--- src/rtl/lane_deskew_pkg.sv ---
package lane_deskew_pkg;

  typedef enum logic [1:0] {
    ST_WAIT_LOCK,
    ST_MONITOR,
    ST_SETTLE,
    ST_ALIGNED
  } deskewState_t;

  // strobes from control to datapath
  typedef struct packed {
    logic fireRealign;
    logic loadSettle;
    logic decSettle;
    logic aligned;
  } ctrlStrobe_t;

endpackage

--- src/rtl/deskew_datapath.sv ---
module deskew_datapath
  import lane_deskew_pkg::*;
#(
  parameter int LANES  = 24,
  parameter int SETTLE = 8,
  parameter int CNT_W  = 8
) (
  input  logic               clk,
  input  logic               rst,
  input  logic               linkReady,
  input  logic [LANES-1:0]   blockLock,
  input  logic [LANES-1:0]   frameLock,
  input  logic [LANES-1:0]   fifoAlmostEmpty,
  input  logic [LANES-1:0]   fifoAlmostFull,
  input  ctrlStrobe_t        strobe,
  output logic               lockOk,
  output logic               raceFail,
  output logic               raceWon,
  output logic               settleDone,
  output logic               realignClr,
  output logic [LANES-1:0]   readEn,
  output logic               deskewDone,
  output logic [CNT_W-1:0]   realignCount
);

  localparam int SET_W = (SETTLE > 1) ? $clog2(SETTLE) : 1;
  localparam logic [SET_W-1:0] SETTLE_LOAD = SET_W'(SETTLE - 1);
  localparam logic [CNT_W-1:0] CNT_MAX = '1;

  logic [SET_W-1:0] settleCnt;

  // flag reductions
  always_comb begin
    lockOk   = linkReady && (&blockLock) && (&frameLock);
    raceFail = (|fifoAlmostFull) && (|fifoAlmostEmpty);
    raceWon  = !(|fifoAlmostFull) && !(|fifoAlmostEmpty);
    settleDone = (settleCnt == '0);
  end

  always_ff @(posedge clk) begin
    if (rst) begin
      settleCnt <= '0;
    end else if (strobe.loadSettle) begin
      settleCnt <= SETTLE_LOAD;
    end else if (strobe.decSettle && !settleDone) begin
      settleCnt <= settleCnt - 1'b1;
    end
  end

  always_ff @(posedge clk) begin
    if (rst) begin
      realignClr   <= 1'b0;
      readEn       <= '0;
      deskewDone   <= 1'b0;
      realignCount <= '0;
    end else begin
      realignClr <= strobe.fireRealign;
      readEn     <= {LANES{strobe.aligned}};
      deskewDone <= strobe.aligned;
      if (strobe.fireRealign && (realignCount != CNT_MAX))
        realignCount <= realignCount + 1'b1;
    end
  end

endmodule

--- src/rtl/deskew_control.sv ---
module deskew_control
  import lane_deskew_pkg::*;
(
  input  logic        clk,
  input  logic        rst,
  input  logic        lockOk,
  input  logic        raceFail,
  input  logic        raceWon,
  input  logic        settleDone,
  output ctrlStrobe_t strobe
);

  deskewState_t state, nextState;

  always_comb begin
    nextState = state;
    strobe    = '0;
    case (state)
      ST_WAIT_LOCK: if (lockOk) nextState = ST_MONITOR;
      ST_MONITOR: begin
        if (!lockOk) nextState = ST_WAIT_LOCK;
        else if (raceFail) begin
          nextState          = ST_SETTLE;
          strobe.fireRealign = 1'b1;
          strobe.loadSettle  = 1'b1;
        end else if (raceWon) nextState = ST_ALIGNED;
      end
      ST_SETTLE: begin
        if (!lockOk) nextState = ST_WAIT_LOCK;
        else if (settleDone) nextState = ST_MONITOR;
        else strobe.decSettle = 1'b1;
      end
      ST_ALIGNED: if (!lockOk) nextState = ST_WAIT_LOCK;
      default: nextState = ST_WAIT_LOCK;
    endcase
    strobe.aligned = (nextState == ST_ALIGNED);
  end

  always_ff @(posedge clk) begin
    if (rst) state <= ST_WAIT_LOCK;
    else     state <= nextState;
  end

endmodule

--- src/rtl/lane_deskew_ctrl.sv ---
module lane_deskew_ctrl
  import lane_deskew_pkg::*;
#(
  parameter int LANES  = 24,
  parameter int SETTLE = 8,
  parameter int CNT_W  = 8
) (
  input  logic             clk,
  input  logic             rst,
  input  logic             linkReady,
  input  logic [LANES-1:0] blockLock,
  input  logic [LANES-1:0] frameLock,
  input  logic [LANES-1:0] fifoAlmostEmpty,
  input  logic [LANES-1:0] fifoAlmostFull,
  output logic             realignClr,
  output logic [LANES-1:0] readEn,
  output logic             deskewDone,
  output logic [CNT_W-1:0] realignCount
);

  ctrlStrobe_t strobe;
  logic lockOk, raceFail, raceWon, settleDone;

  deskew_control u_ctrl (
    .clk        (clk),
    .rst        (rst),
    .lockOk     (lockOk),
    .raceFail   (raceFail),
    .raceWon    (raceWon),
    .settleDone (settleDone),
    .strobe     (strobe)
  );

  deskew_datapath #(.LANES(LANES), .SETTLE(SETTLE), .CNT_W(CNT_W)) u_dp (
    .clk             (clk),
    .rst             (rst),
    .linkReady       (linkReady),
    .blockLock       (blockLock),
    .frameLock       (frameLock),
    .fifoAlmostEmpty (fifoAlmostEmpty),
    .fifoAlmostFull  (fifoAlmostFull),
    .strobe          (strobe),
    .lockOk          (lockOk),
    .raceFail        (raceFail),
    .raceWon         (raceWon),
    .settleDone      (settleDone),
    .realignClr      (realignClr),
    .readEn          (readEn),
    .deskewDone      (deskewDone),
    .realignCount    (realignCount)
  );

endmodule

--- config.mk ---
export PLATFORM = sky130hd
export DESIGN_NAME = lane_deskew_ctrl
export DESIGN_NICKNAME = d
export VERILOG_FILES = /design/src/rtl/lane_deskew_pkg.sv /design/src/rtl/deskew_datapath.sv /design/src/rtl/deskew_control.sv /design/src/rtl/lane_deskew_ctrl.sv
export SDC_FILE = /design/constraint.sdc
export NUM_CORES = 1
export LEC_CHECK = 0
export ABC_AREA = 0
export ABC_CLOCK_PERIOD_IN_PS = 5300
export BUFFER_PORTS_ARGS = -buffer_cell sky130_fd_sc_hd__buf_2
export CAP_MARGIN = 20
export CORE_MARGIN = 2
export CORE_UTILIZATION = 36
export CTS_CLUSTER_DIAMETER = 40
export DETAILED_ROUTE_END_ITERATION = 8
export PLACE_DENSITY = 0.95
export SLEW_MARGIN = 25
export SYNTH_ARGS = -nofsm -noshare
export SYNTH_HDL_FRONTEND = slang
export SYNTH_SLANG_ARGS = --single-unit
export TNS_END_PERCENT = 20
--- constraint.sdc ---
create_clock -name clk -period 5.3 [get_ports clk]
set_clock_uncertainty 0.1 [all_clocks]
set_input_delay 0.795 -clock clk [delete_from_list [all_inputs] [get_ports clk]]
set_output_delay 0.795 -clock clk [all_outputs]
set_load 0.02 [all_outputs]
==> flow_summary.json, run 1 <==
{
  "total_leakage_power_nw": 0.8305,
  "arrival_ns": 2.85,
  "portBuffers": 132,
  "diodes": 0,
  "die_y_um": 59.93,
  "crit_path_cell_trace": "buf_2, nand4_1, nor4_1, nand4_1, or4_1, nor2_1, mux2_1",
  "core_um2": 3003,
  "dp_slack_ns": 2.251,
  "grt_max_degree": 26,
  "endpoint_kind": "register",
  "insertion_delay_ns": 0.28,
  "worstHoldPathType": "reg -> reg",
  "synth_nets": 244,
  "required_ns": 5.37,
  "critPathBufInv": 1,
  "yosysTopAreaCell": "dfxtp_1",
  "setup_slack_ns": 2.526,
  "max_slew.worst_pin.slew_ns": 0.5220,
  "crit_top_cell": "nand4_1",
  "cts_sinks": 15,
  "wl_met2_um": 1902,
  "grt_pass1_vias": 1299,
  "vdd_drop_max_mv": 0.06461,
  "critPathMaxStageDelay_ns": 0.66,
  "top_layer_used": "met4",
  "row_count": 20,
  "min-delay-start": "u_dp.settleCnt[2]",
  "synth_edf_count": 0,
  "grt_util_all_layers_pct": 18.09,
  "reg2reg_from": "u_ctrl.state[1]",
  "fmaxAchievable_ghz": 0.3605,
  "syn_inst": 142,
  "die_w_um": 59.93,
  "via_per_inst": 5.276,
  "yosys_warnings": 0,
  "final_max_slew_viol_count": 0,
  "cts-root-buf": "clkbuf_4",
  "cts_tree": "done",
  "cts_buffers": 3,
  "power_density_nw_per_um2": 133.3,
  "slew_headroom_pct": 65.09,
  "vias": 1493,
  "postSynthAreaPerCell_um2": 7.930,
  "final.period_utilization_pct": 52.34,
  "setup-violations-final": 0,
  "htree_levels": 1,
  "dieArea_um2": 3592,
  "finalCriticalPeriod_ns": 2.774,
  "crit_type": "in -> reg",
  "firstDrtPassIters": 4,
  "ys_top_cells_by_area": "dfxtp_1 (27%), buf_4 (16%), nor4_1 (8.3%)",
  "ctsResizeCount": 0,
  "setup_tns_ns": 0,
  "syn-cell-area_um2": 1126,
  "synth_flop_cell": "dfxtp_1",
  "cts_hold_buf": 0,
  "seqCellArea_um2": 300.3,
  "fill_cells": 286,
  "reg2reg_setup_slack_ns": 3.25,
  "startpoint_type": "primary input",
  "drtIter0Drc": 44,
  "met1_length_um": 1171,
  "startpoint": "frameLock[0]",
  "ys_ff_latch": 15,
  "holdWs_ns": 0.3830,
  "cts_buffer_depth": 2,
  "gp_congestion": 0.8745,
  "ys_seq_area_share_pct": 26.67,
  "post_cts_buffers": 0,
  "grt.overflow.total": 0,
  "multi_input_area_um2": 601.8,
  "rsz0062_at_grt": "false",
  "crit_fanout": 15,
  "path_clk_slew_ns": 0.09,
  "hold_viol_final": 0,
  "drive_gt1_share_pct": 55.20,
  "critical_path.slowest_cell": "or4_1",
  "grt_pass1_wl_um": 4926,
  "synth_cell_type_count": 35,
  "syn_to_final_growth_pct": 46.44,
  "drv_cap": 0,
  "drt-total-wl_um": 3492,
  "antenna_found_initial": 0,
  "dp_hpwl_um": 2996,
  "ant_nets": 0,
  "wl_met3_um": 313,
  "drc": 0,
  "async_flop_share_pct": 0,
  "critical-path-top-delay-family": "simple AND/OR/NAND/NOR gates",
  "initial_core_util_pct": 37.50,
  "finalNetCount": 353,
  "routedWlPerCell_um": 12.34,
  "io_pins": 133,
  "yosys.area.top_type_share_pct": 26.67,
  "status": "complete, no violations"
}
## sequential cells by signal, summed over array words and instances (netlist names)
name / cells
u_dp.realignCount: 8
u_dp.settleCnt: 3
u_ctrl.state: 2
u_dp.readEn: 1
u_dp.realignClr: 1
## cells in the mapped netlist, types with 2 or more instances
cell type	number
or4b_1	2
nand4_1	14
o21ai_1	2
buf_4	24
nor4_1	15
a21oi_1	8
nand2_1	6
mux2_1	2
nor2b_1	2
nand3_1	5
a21o_1	2
dfxtp_1	15
ha_1	3
buf_2	2
nor2_1	9
a221oi_1	2
or4_1	4
o31ai_1	2
inv_1	5
or3_1	3
## where the power goes
group / switching (mW) / internal (mW)
Combinational: 0.0139 / 0.0275
Clock: 0.0367 / 0.0292
Sequential: 0.0000000000000000600 / 0.113
## cell families (layout without fill, tap and decap cells)
| family | count (synthesis) | after routing | share of synthesized area (%) |
|---|---|---|---|
| compound gates | 20 | 20 | 11.33 |
| xor+xnor | 1 | 1 | 0.7779 |
| fa+ha+maj | 3 | 3 | 3.334 |
| buf+inv | 33 | 141 | 19.89 |
| flops | 15 | 15 | 26.67 |
| mux | 2 | 2 | 2.000 |
| simple gates | 68 | 68 | 36.00 |
## cell type report
cell class              instances  area share, %
repair buffers                132          40.06
clock buffers                   4          1.593
flip-flops and latches         15          18.21
inverters                       5          1.138
well taps                      33          2.504
multi-input cells              94          36.49
## placed cells by master, fill, tap and decap left out
cell type  count
or4_1          4
nand3_1        5
buf_2        132
nor2_4         1
or2_1          1
a21oi_1        8
a21o_1         2
nand2_1        6
ha_1           3
or3_1          3
dfxtp_1       15
and3_1         1
o21ai_1        2
or2_2          1
nand2b_1       1
o21ai_0        1
clkbuf_4       3
nor3_1         1
nor2b_1        2
inv_1          5
nor3b_1        1
a211oi_1       1
o31a_1         1
mux2_1         2
o31ai_1        2
nor4_2         1
nor2_1         9
a221oi_1       2
o41ai_1        1
nand4_1       14
xnor2_1        1
nor4_1        15
clkbuf_1       1
or4b_1         2
## per-stage QoR
stage          cells  cell area (um^2)  utilization, %  power [mW]
2_1_floorplan    142              1126               -      0.1203
3_5_place_dp     279              1623           54.04      0.1569
3_3_place_gp     279              1623           54.04      0.1554
6_report         283              1649           54.92      0.2198
5_1_grt          283              1649           54.92      0.2296
4_1_cts          283              1649           54.92      0.2204
## layer usage
layer | global-route usage, % | vias up
met5 | 0 | -
met4 | 11.43 | 0
met3 | 2.597 | 12
met2 | 36.49 | 88
met1 | 16.18 | 657
li1 | - | 736
## worst register-to-register path, delay by kind of cell, from the launching register on
kind	cells	cell delay [ns]
DFF	1	0.34
and+or+nand+nor	2	1.16
muxes	1	0.34
## worst paths after layout
path | cells after the start | to
max | 7 | u_dp.realignCount[5]
min | 2 | u_dp.settleCnt[2]
max reg2reg | 3 | u_dp.realignCount[3]
min reg2reg | 2 | u_dp.settleCnt[2]
Note: power is estimated with default switching activity, not from simulation.
==> run 2: changes to the inputs <==
--- a/config.mk
+++ b/config.mk
@@ -6,14 +6,14 @@
 export NUM_CORES = 1
 export LEC_CHECK = 0
 export ABC_AREA = 0
-export ABC_CLOCK_PERIOD_IN_PS = 5300
+export ABC_CLOCK_PERIOD_IN_PS = 2900
 export BUFFER_PORTS_ARGS = -buffer_cell sky130_fd_sc_hd__buf_2
 export CAP_MARGIN = 20
 export CORE_MARGIN = 2
-export CORE_UTILIZATION = 36
+export CORE_UTILIZATION = 33
 export CTS_CLUSTER_DIAMETER = 40
 export DETAILED_ROUTE_END_ITERATION = 8
-export PLACE_DENSITY = 0.95
+export PLACE_DENSITY = 0.9
 export SLEW_MARGIN = 25
 export SYNTH_ARGS = -nofsm -noshare
 export SYNTH_HDL_FRONTEND = slang
==> constraint.sdc (replaced) <==
create_clock -name clk -period 2.9 [get_ports clk]
set_clock_uncertainty 0.1 [all_clocks]
set_input_delay 0.435 -clock clk [delete_from_list [all_inputs] [get_ports clk]]
set_output_delay 0.435 -clock clk [all_outputs]
set_load 0.02 [all_outputs]
==> run 2 against run 1 <==
  * Worst setup slack worse by 1.8 ns
  * Core utilization is 4.4 points lower
  * First-iteration DRC count is 32% lower
  * Register-to-register slack worse by 2.4 ns
  * Flip-flop and latch count stayed put
  * Global-route usage is 2.9 points lower
  * Largest cell class unchanged
  * Worst hold slack better by 0.0017 ns
  * Sequential share of layout area is 0.26 points lower
  * Non-clock buffer count is 1 higher
  * Via count is 6.6% lower
  * Clock power is 76% higher
==> flow_summary.json, run 2 (synthesis gave the netlist of run 1 again) <==
{
  "setup_tns_ns": 0,
  "die_y_um": 62.42,
  "ant_nets": 0,
  "crit_type": "in -> reg",
  "reg_top3": "u_dp.realignCount x8, u_dp.settleCnt x3, u_ctrl.state x2",
  "cts_buffer_depth": 2,
  "final_common_cell": "buf_2",
  "cts_tree": "done",
  "gp_congestion": 0.8430,
  "final_cell_mix": "buf_2 (132), nor4_1 (15), dfxtp_1 (15)",
  "startpoint_type": "primary input",
  "grt_util_all_layers_pct": 15.15,
  "routedWlPerCell_um": 10.68,
  "drt-total-wl_um": 3171,
  "finalNetCount": 354,
  "fmaxAchievable_ghz": 0.4608,
  "initial_core_util_pct": 34.01,
  "fin_cells": 297,
  "dp_cells": 293,
  "finalCriticalPeriod_ns": 2.170,
  "required_ns": 2.97,
  "hold_viol_final": 0,
  "portBuffers": 132,
  "io_pins": 133,
  "cts_sinks": 15,
  "cts_hold_buf": 0,
  "rsz0062_at_grt": "false",
  "htree_levels": 1,
  "worstHoldPathType": "reg -> reg",
  "drc": 0,
  "final.period_utilization_pct": 74.83,
  "grt_pass1_wl_um": 5057,
  "via_per_inst": 4.697,
  "dpl_cell_area_um2": 1647,
  "path_clk_slew_ns": 0.08,
  "dieArea_um2": 3896,
  "total_leakage_power_nw": 0.8347,
  "syn_to_final_growth_pct": 48.56,
  "setup-violations-final": 0,
  "final_util_pct": 50.53,
  "core_um2": 3311,
  "drive_gt1_share_pct": 55.38,
  "largest_register_ff_count": 8,
  "cts-root-buf": "clkbuf_4",
  "design_area_um2": 1673,
  "ctsResizeCount": 0,
  "cts_buffers": 3,
  "drv_cap": 0,
  "arrival_ns": 2.24,
  "vdd_drop_max_mv": 0.2923,
  "final_max_slew_viol_count": 0,
  "grt.overflow.total": 0,
  "slew_headroom_pct": 66.07,
  "drtIter0Drc": 30,
  "row_count": 21,
  "max_slew.worst_pin.slew_ns": 0.5082,
  "status": "complete, no violations",
  "antenna_found_initial": 0,
  "regMostFlops": "u_dp.realignCount",
  "post_cts_buffers": 0,
  "endpoint_kind": "register",
  "insertion_delay_ns": 0.28,
  "firstDrtPassIters": 4,
  "power_density_nw_per_um2": 237.4,
  "grt_max_degree": 26,
  "diodes": 0,
  "dp_hpwl_um": 2710,
  "crit_fanout": 6,
  "die_w_um": 62.42,
  "grt_pass1_vias": 1193,
  "vias": 1395
}
[run 2: changes by cell type in the layout (fill, tap and decap cells not counted)]
cell	delta
buf_4	+1
[run 2: path summary, 6_finish.rpt]
kind | start | end | slack (ns) | cells past startpoint
setup / recovery | blockLock[23] | u_dp.realignCount[5] | 0.73 | 7
hold / removal | u_dp.settleCnt[1] | u_dp.settleCnt[1] | 0.38 | 2
setup reg to reg | u_ctrl.state[1] | u_dp.realignCount[3] | 0.87 | 3
hold reg to reg | u_dp.settleCnt[1] | u_dp.settleCnt[1] | 0.38 | 2
[run 2: power breakdown]
group	switching, mW	internal [mW]	total, mW
clock	0.0626	0.0534	0.116
sequential	0.000000000000000108	0.206	0.206
combinational	0.0253	0.0502	0.0755
total	0.0879	0.309	0.397
[run 2: worst max-delay path: stages]
cell,delay (ns)
buf_2,0.07
nand4_1,0.11
nor4_1,0.33
nand4_1,0.25
or4_1,0.58
nor2_1,0.13
mux2_1,0.33
[run 2: layer usage]
metal	share of wire [%]	track usage (%)	wire length (um)	vias to the layer above
li1	-	-	-	732
met1	46	19.75	1445	618
met2	50	26.75	1589	43
met3	3.7	3.243	117	2
met4	0.60	1.111	19	0
met5	0	0	0	-
[run 2: area by class of cell]
type,instances,area [um^2]
Multi-Input combinational cell,94,601.8
Timing Repair Buffer,133,668.1
Sequential cell,15,300.3
Clock buffer,4,26.28
Fill cell,335,1638
Inverter,5,18.77
Tap cell,46,57.56
[run 2: metrics by stage]
| stage | hold WS, ns | power, mW | setup slack (ns) |
|---|---|---|---|
| 4_1_cts | 0.3897 | 0.4020 | 0.7579 |
| 5_1_grt | 0.4128 | 0.4156 | 0.6258 |
| 6_report | 0.3847 | 0.3972 | 0.7300 |
| 3_3_place_gp | 0.3615 | 0.2837 | 0.4904 |
| 3_5_place_dp | 0.3767 | 0.2858 | 0.4620 |
| 2_1_floorplan | 0.3474 | 0.2198 | 0.7906 |
==> run 3: changes to the inputs <==
--- a/config.mk
+++ b/config.mk
@@ -6,14 +6,14 @@
 export NUM_CORES = 1
 export LEC_CHECK = 0
 export ABC_AREA = 0
-export ABC_CLOCK_PERIOD_IN_PS = 2900
+export ABC_CLOCK_PERIOD_IN_PS = 1780
 export BUFFER_PORTS_ARGS = -buffer_cell sky130_fd_sc_hd__buf_2
 export CAP_MARGIN = 20
 export CORE_MARGIN = 2
-export CORE_UTILIZATION = 33
+export CORE_UTILIZATION = 30
 export CTS_CLUSTER_DIAMETER = 40
 export DETAILED_ROUTE_END_ITERATION = 8
-export PLACE_DENSITY = 0.9
+export PLACE_DENSITY = 0.87
 export SLEW_MARGIN = 25
 export SYNTH_ARGS = -nofsm -noshare
 export SYNTH_HDL_FRONTEND = slang
==> constraint.sdc (replaced) <==
create_clock -name clk -period 1.78 [get_ports clk]
set_clock_uncertainty 0.1 [all_clocks]
set_input_delay 0.267 -clock clk [delete_from_list [all_inputs] [get_ports clk]]
set_output_delay 0.267 -clock clk [all_outputs]
set_load 0.02 [all_outputs]
==> run 3 against run 2 <==
  * The run now ends with setup timing left
  * Sequential power increased by 63%
  * Via count increased by 9.5%
  * Sequential share of layout area decreased by 2.5 points
  * Combinational power increased by 75%
  * Non-clock buffer count increased by 21
==> flow_summary.json, run 3 (synthesis gave the netlist of run 1 again) <==
{
  "grt.overflow.total": 0,
  "core_um2": 3633,
  "vias": 1528,
  "worstHoldPathType": "in -> reg",
  "largest_register_ff_count": 8,
  "holdWs_ns": 0.2852,
  "initial_core_util_pct": 30.99,
  "regMostFlops": "u_dp.realignCount",
  "die_y_um": 65.27,
  "row_count": 22,
  "firstDrtPassIters": 4,
  "setup-violations-final": 11,
  "slew_headroom_pct": 65.92,
  "io_pins": 133,
  "arrival_ns": 2.01,
  "grt_pass1_vias": 1384,
  "gp_congestion": 0.8320,
  "portBuffers": 132,
  "cts_buffers": 3,
  "final_common_cell": "buf_2",
  "crit_type": "in -> reg",
  "max_slew.worst_pin.slew_ns": 0.5105,
  "startpoint_type": "primary input",
  "setup_slack_ns": -0.1931,
  "cts_sinks": 15,
  "final_max_slew_viol_count": 0,
  "failed_checks": "setup timing",
  "cts_hold_buf": 0,
  "design_area_um2": 1948,
  "rsz0062_at_grt": "true",
  "required_ns": 1.81,
  "grt_max_degree": 26,
  "antenna_found_initial": 0,
  "power_density_nw_per_um2": 382.7,
  "final_cell_mix": "buf_2 (126), buf_4 (21), dfxtp_1 (15)",
  "diodes": 0,
  "finalNetCount": 375,
  "die_w_um": 65.27,
  "ant_nets": 0,
  "finalCriticalPeriod_ns": 1.973,
  "status": "finished, violations left",
  "drc": 0,
  "total_leakage_power_nw": 0.9692,
  "final_util_pct": 53.62,
  "insertion_delay_ns": 0.25,
  "htree_levels": 1,
  "dp_slack_ns": -0.4566,
  "dieArea_um2": 4260,
  "fill_cells": 353,
  "path_clk_slew_ns": 0.06,
  "cts_tree": "done",
  "via_per_inst": 4.775,
  "dpl_cell_area_um2": 1777,
  "crit_fanout": 4,
  "cts_buffer_depth": 2,
  "endpoint_kind": "register",
  "syn_to_final_growth_pct": 73.00,
  "vdd_drop_max_mv": 0.3594,
  "drt-total-wl_um": 3774,
  "hold_viol_final": 0,
  "reg_top3": "u_dp.realignCount x8, u_dp.settleCnt x3, u_ctrl.state x2",
  "drtIter0Drc": 29,
  "dp_cells": 312,
  "drive_gt1_share_pct": 62.87,
  "routedWlPerCell_um": 11.79,
  "grt_pass1_wl_um": 5609,
  "drv_cap": 0,
  "fin_cells": 320,
  "fmaxAchievable_ghz": 0.5068,
  "dp_hpwl_um": 2948,
  "grt_util_all_layers_pct": 16.40,
  "final.period_utilization_pct": 110.9,
  "cts-root-buf": "clkbuf_8"
}
==> run 3: cell type report <==
class | count | area, um^2 | share of cell area, %
flip-flops and latches | 15 | 300.3 | 15.41
inverters | 5 | 18.77 | 0.9634
repair buffers | 154 | 867.1 | 44.51
well taps | 48 | 60.06 | 3.083
clock buffers | 4 | 45.04 | 2.312
multi-input cells | 94 | 656.9 | 33.72
==> run 3: critical path: stages <==
cell,delay [ns]
buf_6,0.07
nand4_1,0.12
nor4_2,0.32
nand4_1,0.21
or4_1,0.57
nor2_1,0.11
mux2_1,0.33
==> run 3: final timing paths <==
kind                          start                    to  slack (ns)  depth (start not counted)
hold / removal                  rst  u_dp.realignCount[0]        0.29                          2
setup / recovery      blockLock[18]  u_dp.realignCount[5]       -0.19                          7
hold reg to reg   u_dp.settleCnt[1]     u_dp.settleCnt[1]        0.38                          2
setup reg to reg  u_dp.settleCnt[0]     u_dp.settleCnt[1]       -0.10                          7
==> run 3: per-stage QoR <==
step | total power, mW | TNS, ns
final | 0.7455 | -0.9636
after global routing | 0.7858 | -2.520
after CTS | 0.7459 | -0.7328
after detailed placement | 0.4657 | -3.582
after global placement | 0.4617 | -3.355
after floorplan | 0.3581 | -0.7096
==> run 3: routing by layer <==
layer	vias up	track usage, %	routed length [um]
li1	774	-	-
met1	695	18.61	1456
met2	53	29.97	2006
met3	6	3.938	272
met4	0	5.208	38
met5	-	0	0
==> run 3: what timing repair did <==
| action | in CTS | in global routing |
|---|---|---|
| buffers inserted | 4 | 0 |
| setup endpoints to repair | 10 | 15 |
| resized for setup | 5 | 14 |
| pin swaps | 11 | 9 |
| gates cloned | 0 | 0 |
==> run 3: report_power, final <==
part           total [mW]  internal (mW)        switching [mW]
clock network       0.278          0.159                 0.120
logic               0.132         0.0897                0.0420
registers           0.336          0.336  0.000000000000000156
total               0.746          0.584                 0.162
